===== config.mk =====
export PLATFORM = sky130hd
export DESIGN_NAME = burst_col_seq
export DESIGN_NICKNAME = d
export VERILOG_FILES = /design/src/rtl/bcs_pkg.sv /design/src/rtl/bcs_rst_sync.sv /design/src/rtl/bcs_beat_ctl.sv /design/src/rtl/bcs_order.sv /design/src/rtl/burst_col_seq.sv
export SDC_FILE = /design/constraint.sdc
export NUM_CORES = 1
export LEC_CHECK = 0
export BUFFER_PORTS_ARGS = -buffer_cell sky130_fd_sc_hd__buf_2
export CAP_MARGIN = 10
export CORE_AREA = 2 2 44 46
export DETAILED_ROUTE_END_ITERATION = 10
export DIE_AREA = 0 0 46 48
export PLACE_DENSITY_LB_ADDON = 0.2
export REMOVE_ABC_BUFFERS = 1
export SYNTH_ARGS = -nofsm -noshare
export SYNTH_HDL_FRONTEND = slang
export SYNTH_SLANG_ARGS = --single-unit

===== constraint.sdc =====
create_clock -name clk -period 2.3 [get_ports clk]
set_clock_uncertainty 0.05 [all_clocks]
set_input_delay 0.23 -clock clk [delete_from_list [all_inputs] [get_ports clk]]
set_output_delay 0.23 -clock clk [all_outputs]
set_load 0.01 [all_outputs]

===== src/rtl/bcs_pkg.sv =====
package bcs_pkg;
  typedef enum logic {ORD_SEQ = 1'b0, ORD_ILV = 1'b1} order_e;
  localparam int unsigned BEAT_W = 3;
  localparam logic [BEAT_W-1:0] LAST_BL4 = 3'd3;
  localparam logic [BEAT_W-1:0] LAST_BL8 = 3'd7;
endpackage


===== src/rtl/bcs_rst_sync.sv =====
module bcs_rst_sync #(
  parameter int unsigned STAGES = 2
) (
  input  logic clk,
  input  logic rst_n,
  output logic rst_sync_n
);
  logic [STAGES-1:0] chain_q;

  generate
    for (genvar i = 0; i < STAGES; i++) begin : g_stage
      if (i == 0) begin : g_first
        always_ff @(posedge clk or negedge rst_n) begin
          if (!rst_n) chain_q[i] <= 1'b0;
          else        chain_q[i] <= 1'b1;
        end
      end else begin : g_next
        always_ff @(posedge clk or negedge rst_n) begin
          if (!rst_n) chain_q[i] <= 1'b0;
          else        chain_q[i] <= chain_q[i-1];
        end
      end
    end
  endgenerate

  assign rst_sync_n = chain_q[STAGES-1];
endmodule


===== src/rtl/bcs_beat_ctl.sv =====
module bcs_beat_ctl
  import bcs_pkg::*;
#(
  parameter int unsigned COL_W = 10
) (
  input  logic                clk,
  input  logic                rst_n,
  input  logic                start_i,
  input  logic [COL_W-1:0]    start_col_i,
  input  logic                bl8_i,
  input  order_e              ord_i,
  output logic                busy_o,
  output logic [BEAT_W-1:0]   beat_o,
  output logic [COL_W-1:0]    base_o,
  output logic                bl8_o,
  output order_e              ord_o,
  output logic                last_o,
  output logic                err_o
);
  logic              busy_q, busy_d;
  logic [BEAT_W-1:0] beat_q, beat_d;
  logic [COL_W-1:0]  base_q, base_d;
  logic              bl8_q, bl8_d;
  order_e            ord_q, ord_d;
  logic              err_q, err_d;
  logic              accept;
  logic              at_last;
  logic              cfg_en;

  assign at_last = busy_q && (beat_q == (bl8_q ? LAST_BL8 : LAST_BL4));
  assign accept  = start_i && !busy_q;
  assign cfg_en  = accept;

  always_comb begin
    busy_d = busy_q;
    beat_d = beat_q;
    err_d  = start_i && busy_q;
    if (accept) begin
      busy_d = 1'b1;
      beat_d = '0;
    end else if (busy_q) begin
      if (at_last) begin
        busy_d = 1'b0;
        beat_d = '0;
      end else begin
        beat_d = beat_q + 1'b1;
      end
    end
  end

  always_comb begin
    base_d = base_q;
    bl8_d  = bl8_q;
    ord_d  = ord_q;
    if (cfg_en) begin
      base_d = start_col_i;
      bl8_d  = bl8_i;
      ord_d  = ord_i;
    end
  end

  always_ff @(posedge clk or negedge rst_n) begin
    if (!rst_n) begin
      busy_q <= 1'b0;
      beat_q <= '0;
      err_q  <= 1'b0;
    end else begin
      busy_q <= busy_d;
      beat_q <= beat_d;
      err_q  <= err_d;
    end
  end

  always_ff @(posedge clk or negedge rst_n) begin
    if (!rst_n) begin
      base_q <= '0;
      bl8_q  <= 1'b0;
      ord_q  <= ORD_SEQ;
    end else begin
      base_q <= base_d;
      bl8_q  <= bl8_d;
      ord_q  <= ord_d;
    end
  end

  assign busy_o = busy_q;
  assign beat_o = beat_q;
  assign base_o = base_q;
  assign bl8_o  = bl8_q;
  assign ord_o  = ord_q;
  assign last_o = at_last;
  assign err_o  = err_q;

  // an accepted start yields an active burst on the next cycle
  p_start_busy_r2: assert property (@(posedge clk) disable iff (!rst_n)
    (start_i && !busy_q) |=> (busy_q && beat_q == '0));
  // a burst not at its final beat keeps running
  p_no_gap_r2: assert property (@(posedge clk) disable iff (!rst_n)
    (busy_q && !at_last) |=> busy_q);
  // the final beat ends the burst
  p_last_ends_r3: assert property (@(posedge clk) disable iff (!rst_n)
    (at_last && !start_i) |=> !busy_q);
  // captured mode holds for the whole burst
  p_mode_held_r8: assert property (@(posedge clk) disable iff (!rst_n)
    (busy_q && !at_last) |=> ($stable(bl8_q) && $stable(ord_q) && $stable(base_q)));
  // a rejected start is flagged once
  p_err_flag_r9: assert property (@(posedge clk) disable iff (!rst_n)
    (start_i && busy_q) |=> err_q);
endmodule


===== src/rtl/bcs_order.sv =====
module bcs_order
  import bcs_pkg::*;
#(
  parameter int unsigned COL_W = 10
) (
  input  logic [COL_W-1:0]  base_i,
  input  logic [BEAT_W-1:0] beat_i,
  input  logic              bl8_i,
  input  order_e            ord_i,
  output logic [COL_W-1:0]  col_o
);
  localparam int unsigned HI_W = COL_W - BEAT_W;

  logic [1:0] nib_seq;
  logic [1:0] nib_ilv;
  logic       half_bit;
  logic [2:0] low3;

  assign nib_seq = base_i[1:0] + beat_i[1:0];
  assign nib_ilv = base_i[1:0] ^ beat_i[1:0];

  always_comb begin
    if (bl8_i) half_bit = base_i[2] ^ beat_i[2];
    else       half_bit = base_i[2];
    low3 = {half_bit, (ord_i == ORD_ILV) ? nib_ilv : nib_seq};
  end

  generate
    if (HI_W > 0) begin : g_hi
      assign col_o = {base_i[COL_W-1:BEAT_W], low3};
    end else begin : g_nohi
      assign col_o = low3[COL_W-1:0];
    end
  endgenerate

  // the low bits of the order never touch the upper block bits
  always_comb begin
    if (HI_W > 0)
      a_hi_kept_r4: assert (col_o[COL_W-1:BEAT_W] == base_i[COL_W-1:BEAT_W]);
  end
endmodule


===== src/rtl/burst_col_seq.sv =====
module burst_col_seq
  import bcs_pkg::*;
#(
  parameter int unsigned COL_W       = 10,
  parameter int unsigned SYNC_STAGES = 2
) (
  input  logic             clk,
  input  logic             rst_n,
  input  logic             start_i,
  input  logic [COL_W-1:0] start_col_i,
  input  logic             mode_bl8_i,
  input  logic             mode_ilv_i,
  output logic [COL_W-1:0] col_o,
  output logic             valid_o,
  output logic             last_o,
  output logic             err_o
);
  logic              rst_int_n;
  logic              busy;
  logic [BEAT_W-1:0] beat;
  logic [COL_W-1:0]  base;
  logic              bl8_cap;
  order_e            ord_cap;
  order_e            ord_in;

  assign ord_in = mode_ilv_i ? ORD_ILV : ORD_SEQ;

  bcs_rst_sync #(.STAGES(SYNC_STAGES)) u_rst (
    .clk        (clk),
    .rst_n      (rst_n),
    .rst_sync_n (rst_int_n)
  );

  bcs_beat_ctl #(.COL_W(COL_W)) u_ctl (
    .clk         (clk),
    .rst_n       (rst_int_n),
    .start_i     (start_i),
    .start_col_i (start_col_i),
    .bl8_i       (mode_bl8_i),
    .ord_i       (ord_in),
    .busy_o      (busy),
    .beat_o      (beat),
    .base_o      (base),
    .bl8_o       (bl8_cap),
    .ord_o       (ord_cap),
    .last_o      (last_o),
    .err_o       (err_o)
  );

  bcs_order #(.COL_W(COL_W)) u_ord (
    .base_i (base),
    .beat_i (beat),
    .bl8_i  (bl8_cap),
    .ord_i  (ord_cap),
    .col_o  (col_o)
  );

  assign valid_o = busy;

  // last only on a valid beat
  p_last_valid_r3: assert property (@(posedge clk) disable iff (!rst_int_n)
    last_o |-> valid_o);
  // after the last beat the output goes idle
  p_idle_after_last_r3: assert property (@(posedge clk) disable iff (!rst_int_n)
    (last_o && !start_i) |=> !valid_o);
  // an error pulse follows a cycle in which a burst was running
  p_err_when_busy_r9: assert property (@(posedge clk) disable iff (!rst_int_n)
    err_o |-> $past(valid_o));
endmodule


==> results.py, run 1 <==
metrics = {
    "status": {
        "status": "finished, final reports clean",
    },
    "route": {
        "vias": 511,
        "drc_errors": 0,
        "dr.pass1.iters": 4,
        "wl_per_cell_um": 12.6,
        "detail-route-antenna-nets": 0,
        "viasPerCell": 4.96,
        "drtIter0Drc": 5,
        "drt_wl_total_mm": 1.30,
    },
    "timing": {
        "rsz0062_at_grt": "false",
        "setup_violations": 0,
        "clock.fmax_mhz": 630,
        "slew_violations": 0,
        "max_slew_margin_pct": 55.5,
        "period_needed_ps": 1590,
        "fin_crit_sh_pct": 69.0,
        "tightestPinTransition_ps": 667,
        "tns_ps": 0,
        "hold_viol": 0,
        "worst_hold_slack_ps": 119,
    },
    "place": {
        "dp_hpwl_mm": 1.01,
        "port_buffers": 27,
        "gp_congestion": 0.684,
    },
    "pwr": {
        "pwr-share-seq_pct": 43.3,
        "p_comb_share_pct": 45.2,
        "p_sw_share_pct": 33.1,
        "p_int_mw": 0.937,
        "clockPowerShare_pct": 11.5,
        "power_density_nw_per_um2": 1400,
        "p_leak_nw": 0.505,
        "switchingPower_mw": 0.464,
        "vdd.ir_drop.worst_mv": 0.628,
    },
    "yosys": {
        "ys.warnings.count": 0,
        "netlist_area_sq_um": 873,
        "synth_seq_cells": 19,
        "seq_area_frac_synth_pct": 54.4,
        "postSynthAreaPerCell_sq_um": 14.1,
        "ys_types": 20,
        "netlist_instances": 62,
    },
    "clocking": {
        "cts.path.max_buffers": 2,
        "clk_pin_slew_ps": 100,
        "cts-root-buf": "clkbuf_4",
        "cts_tree": "done",
        "postCtsSetupBuffers": 0,
        "cts_inserted_buffers": 3,
        "cts_sinks": 19,
        "ctsResizeCount": 0,
        "clk_latency_ps": 280,
        "htreeDepth": 1,
    },
    "worst_hold_path": {
        "whs_path_depth": 2,
        "min-delay-path-class": "in2reg",
    },
    "cells_and_area": {
        "final_cell_mix": "27 x buf_2, 19 x dfrtp_1, 10 x mux2_4",
        "area.growth.synth_to_final_pct": 14.8,
        "insertedDiodeCount": 0,
        "fin_nets": 104,
        "drive_gt1_share_pct": 51.2,
        "final_common_cell": "buf_2",
    },
    "grt": {
        "gr-max-usage-layer": "met1",
        "grt_max_degree": 18,
        "grt_pass1_vias": 469,
        "antenna_found_initial": 0,
        "grt_pass1_wl_mm": 2.11,
        "use_met1_pct": 20.5,
        "grt_use_met2_pct": 18.6,
        "grtUsageTotal_pct": 13.8,
        "use_met3_pct": 3.40,
        "grt-ovfl-total": 0,
    },
    "critical_path": {
        "path_class": "reg2reg",
        "endpoint_kind": "flop",
        "crit_cells": 3,
        "crit_required_ps": 2430,
        "crit_slowest_cell": "dfrtp_1",
        "start_kind": "flop",
        "crit_path_max_incr_delay_ps": 470,
        "r2r_cells": 3,
        "cp_max_fo": 9,
        "crit_path_cell_trace": "nor2b_2 > buf_4 > mux2_4",
        "cp_num_buf_inv": 1,
        "cp_data_arrival_time_ps": 1720,
        "critPathTopFamily": "flip-flops",
    },
    "floorplanning": {
        "die_w_um": 46,
        "ios": 28,
        "core-area_sq_um": 1690,
        "rows": 15,
        "die_y_um": 48,
        "die-area_sq_um": 2210,
        "start_util_pct": 51.7,
    },
    "job": {
        "maxCapViolCount": 0,
    },
}
==> Yosys cell counts (all sizes together) <==
cell	n	area, sq um
a22o	1	8.76
and2	1	6.26
nor2	2	7.51
ha	2	25.0
a21oi	1	5.00
buf	9	71.3
xnor2	4	35.0
nor2b	3	21.3
a21o	1	7.51
mux2	12	173
nand2	2	7.51
dfrtp	19	475
o21ai	1	5.00
and3	1	6.26
nand2b	1	6.26
conb	1	3.75
nand4b	1	8.76
==> area by class of cell <==
type	instances	area [sq um]
fill	145	687
timing repair buffer	29	153
multi-input combinational	34	327
sequential	19	475
tap	17	21.3
clock buffer	4	26.3
==> path summary, 6_finish.rpt <==
| kind | start | endpoint | slack, ps |
|---|---|---|---|
| max | u_ctl.busy_o | u_ctl.base_o[4] | 710 |
| min | mode_bl8_i | u_ctl.bl8_o | 120 |
| max reg2reg | u_ctl.busy_o | u_ctl.base_o[4] | 710 |
| min reg2reg | u_rst.rst_sync_n | u_ctl.beat_o[2] | 230 |
| max in group asynchronous | u_rst.rst_sync_n | u_ctl.base_o[1] | 1550 |
| min in group asynchronous | rst_n | u_rst.chain_q[0] | 190 |
==> sequential cells by signal (all words and copies together) (netlist names) <==
register,flops
u_rst.rst_sync_n,1
u_ctl.bl8_o,1
u_ctl.busy_o,1
u_rst.chain_q,1
u_ctl.err_o,1
u_ctl.ord_o,1
u_ctl.beat_o,3
u_ctl.base_o,10
==> timing repair <==
action,CTS,global route
endpoints found under the setup margin,0,0
hold buffers,1,0
endpoints found under the hold margin,2,0
==> cells by family (layout without fill, tap and decap cells) <==
group	count (synthesis)	after routing	share of synthesized area, %
other	1	1	0.429
buffers and inverters	9	33	8.17
and+or+nand+nor	11	11	7.31
adders and majority gates	2	2	2.86
DFF	19	19	54.4
xor gates and xnor gates	4	4	4.01
AOI/OAI and AO/OA	4	4	3.01
muxes	12	12	19.8
==> stage by stage <==
stage	worst slack [ps]	instances	instance area, sq um	utilization (%)	power [mW]
finish	713	103	1000	59.3	1.40
detailed placement	715	98	966	57.2	1.25
floorplan	723	53	802	-	1.05
global placement	755	98	966	57.2	1.24
global route	624	103	1000	59.3	1.51
CTS	692	103	1000	59.3	1.42
==> power groups by stage <==
| stage | clock, mW | combinational, mW | sequential (mW) |
|---|---|---|---|
| finish | 0.161 | 0.633 | 0.607 |
| global route | 0.183 | 0.692 | 0.633 |
| CTS | 0.170 | 0.643 | 0.610 |
| detailed placement | 0 | 0.636 | 0.615 |
| global placement | 0 | 0.629 | 0.610 |
| floorplan | 0 | 0.423 | 0.625 |
==> routing by layer <==
layer | part of all wire [%] | vias up
li1 | - | 246
met1 | 48 | 245
met2 | 46 | 18
met3 | 5.1 | 2
met4 | 0.69 | 0
met5 | 0 | -
Power figures use the tool's default switching activity.
==> inputs of run 2 (changes only) <==
--- a/config.mk
+++ b/config.mk
@@ -7,9 +7,9 @@
 export LEC_CHECK = 0
 export BUFFER_PORTS_ARGS = -buffer_cell sky130_fd_sc_hd__buf_2
 export CAP_MARGIN = 10
-export CORE_AREA = 2 2 44 46
+export CORE_AREA = 2 2 46 48
 export DETAILED_ROUTE_END_ITERATION = 10
-export DIE_AREA = 0 0 46 48
+export DIE_AREA = 0 0 48 50
 export PLACE_DENSITY_LB_ADDON = 0.2
 export REMOVE_ABC_BUFFERS = 1
 export SYNTH_ARGS = -nofsm -noshare
==> constraint.sdc (replaced) <==
create_clock -name clk -period 1.6 [get_ports clk]
set_clock_uncertainty 0.05 [all_clocks]
set_input_delay 0.16 -clock clk [delete_from_list [all_inputs] [get_ports clk]]
set_output_delay 0.16 -clock clk [all_outputs]
set_load 0.01 [all_outputs]
==> run 2 against run 1 <==
Compared with the run above:
- core utilization decreased by 5.5 points
- register-to-register slack worse by 500 ps
- via count rose by 0.59%
- critical path depth stayed put
- non-clock buffer count increased by 1
- highest routed layer unchanged
==> results.py, run 2 (synthesized netlist as in run 1, its figures left out) <==
metrics = {
    "status": {
        "status": "finished, final reports clean",
    },
    "critical_path": {
        "start_kind": "flop",
        "cp_max_fo": 4,
        "critPathTopFamily": "flip-flops",
        "cp_data_arrival_time_ps": 1280,
        "path_class": "reg2out",
        "crit_path_cell_trace": "ha_1 > and3_1 > buf_2",
        "crit_required_ps": 1390,
        "crit_path_max_incr_delay_ps": 420,
        "crit_slowest_cell": "dfrtp_1",
        "cp_num_buf_inv": 1,
        "endpoint_kind": "primary output",
    },
    "pwr": {
        "power_density_nw_per_um2": 2000,
        "p_total_mw": 2.05,
        "vdd.ir_drop.worst_mv": 0.812,
        "p_leak_nw": 0.513,
    },
    "route": {
        "drtIter0Drc": 3,
        "vias": 514,
        "viasPerCell": 4.51,
        "wl_per_cell_um": 11.7,
        "drc_errors": 0,
        "detail-route-antenna-nets": 0,
        "dr.pass1.iters": 4,
        "drt_wl_total_mm": 1.33,
    },
    "grt": {
        "grtUsageTotal_pct": 12.0,
        "grt_pass1_vias": 488,
        "grt_max_degree": 18,
        "antenna_found_initial": 0,
        "grt-ovfl-total": 0,
        "grt_pass1_wl_mm": 2.00,
    },
    "floorplanning": {
        "start_util_pct": 45.9,
        "die_w_um": 48,
        "rows": 16,
        "core-area_sq_um": 1900,
        "ios": 28,
        "die-area_sq_um": 2400,
        "die_y_um": 50,
    },
    "cells_and_area": {
        "largest_reg_flops": 10,
        "drive_gt1_share_pct": 52.9,
        "num-fill-cells": 179,
        "area.growth.synth_to_final_pct": 17.2,
        "fin_nets": 105,
        "multi_input_area_sq_um": 327,
        "insertedDiodeCount": 0,
        "final_common_cell": "buf_2",
        "seqCellArea_sq_um": 475,
        "final_cell_mix": "27 x buf_2, 19 x dfrtp_1, 10 x mux2_4",
    },
    "worst_hold_path": {
        "min-delay-path-class": "in2reg",
    },
    "clocking": {
        "clk_latency_ps": 300,
        "cts.path.max_buffers": 2,
        "cts-root-buf": "clkbuf_4",
        "htreeDepth": 1,
        "ctsResizeCount": 0,
        "clk_pin_slew_ps": 110,
        "cts_sinks": 19,
        "cts_inserted_buffers": 3,
        "cts_tree": "done",
    },
    "timing": {
        "tightestPinTransition_ps": 655,
        "setup_violations": 0,
        "period_needed_ps": 1490,
        "hold_viol": 0,
        "max_slew_margin_pct": 56.4,
        "rsz0062_at_grt": "false",
        "clock.fmax_mhz": 669,
        "slew_violations": 0,
        "tns_ps": 0,
        "fin_crit_sh_pct": 93.4,
    },
    "place": {
        "port_buffers": 27,
        "dp_hpwl_um": 974,
        "gp_congestion": 0.702,
    },
    "job": {
        "maxCapViolCount": 0,
    },
}
## run 2: cell types whose count changed in the layout (fill, tap and decap cells not counted), sizes merged
| cell | previous run | this run |
|---|---|---|
| clkbuf | 4 | 3 |
| buf | 28 | 29 |
| clkinv | 0 | 1 |
## run 2: metrics by stage
stage | area [sq um] | util (%) | std cells | setup slack, ps | hold WS [ps]
2_1_floorplan | 802 | - | 53 | 22.6 | -186
3_3_place_gp | 978 | 51.4 | 108 | 277 | -105
3_5_place_dp | 978 | 51.4 | 108 | 233 | -100
4_1_cts | 1020 | 53.4 | 113 | 74.0 | 23.1
5_1_grt | 1020 | 53.8 | 114 | 14.1 | 16.1
6_report | 1020 | 53.8 | 114 | 105 | 33.0
## run 2: worst register-to-register path: cells and delay by family, from the launching register on
family        cells  cell delay, ps
mux               1             360
buf+inv           1             240
flops             1             480
simple gates      1             140
## run 2: layer usage
metal  up-vias  wire [um]  global-route usage [%]
met2        15        679                    19.1
met1       247        574                    14.6
met3         2         68                    5.49
met4         0          9                    2.70
li1        250          -                       -
met5         -          0                       0
## run 2: worst paths after layout
kind / from / end / slack [ps] / depth (start not counted)
setup reg to reg: u_ctl.busy_o / u_ctl.base_o[7] / 210 / 3
hold / removal: start_i / u_ctl.err_o / 30 / 2
hold reg to reg: u_rst.rst_sync_n / u_ctl.busy_o / 210 / 0
max in group asynchronous: u_rst.rst_sync_n / u_ctl.beat_o[0] / 860 / 0
min in group asynchronous: rst_n / u_rst.chain_q[0] / 120 / 2
setup / recovery: u_ctl.beat_o[1] / last_o / 110 / 3
## run 2: final cells by class
type	instances	area share [%]
Sequential cell	19	46.5
Multi-Input combinational cell	34	31.9
Timing Repair Buffer	30	15.6
Tap cell	27	3.30
Clock buffer	3	2.20
Clock inverter	1	0.489
## run 2: what timing repair did
item	in CTS	in global routing
buffers inserted	0	1
endpoints found under the setup margin	0	1
hold endpoints to repair	2	0
hold buffers	1	0
## run 2: power by group
part | total, mW | switching [mW] | internal (mW)
combinational | 0.945 | 0.376 | 0.569
sequential | 0.865 | 0.169 | 0.696
clock | 0.237 | 0.144 | 0.0932
total | 2.05 | 0.689 | 1.36
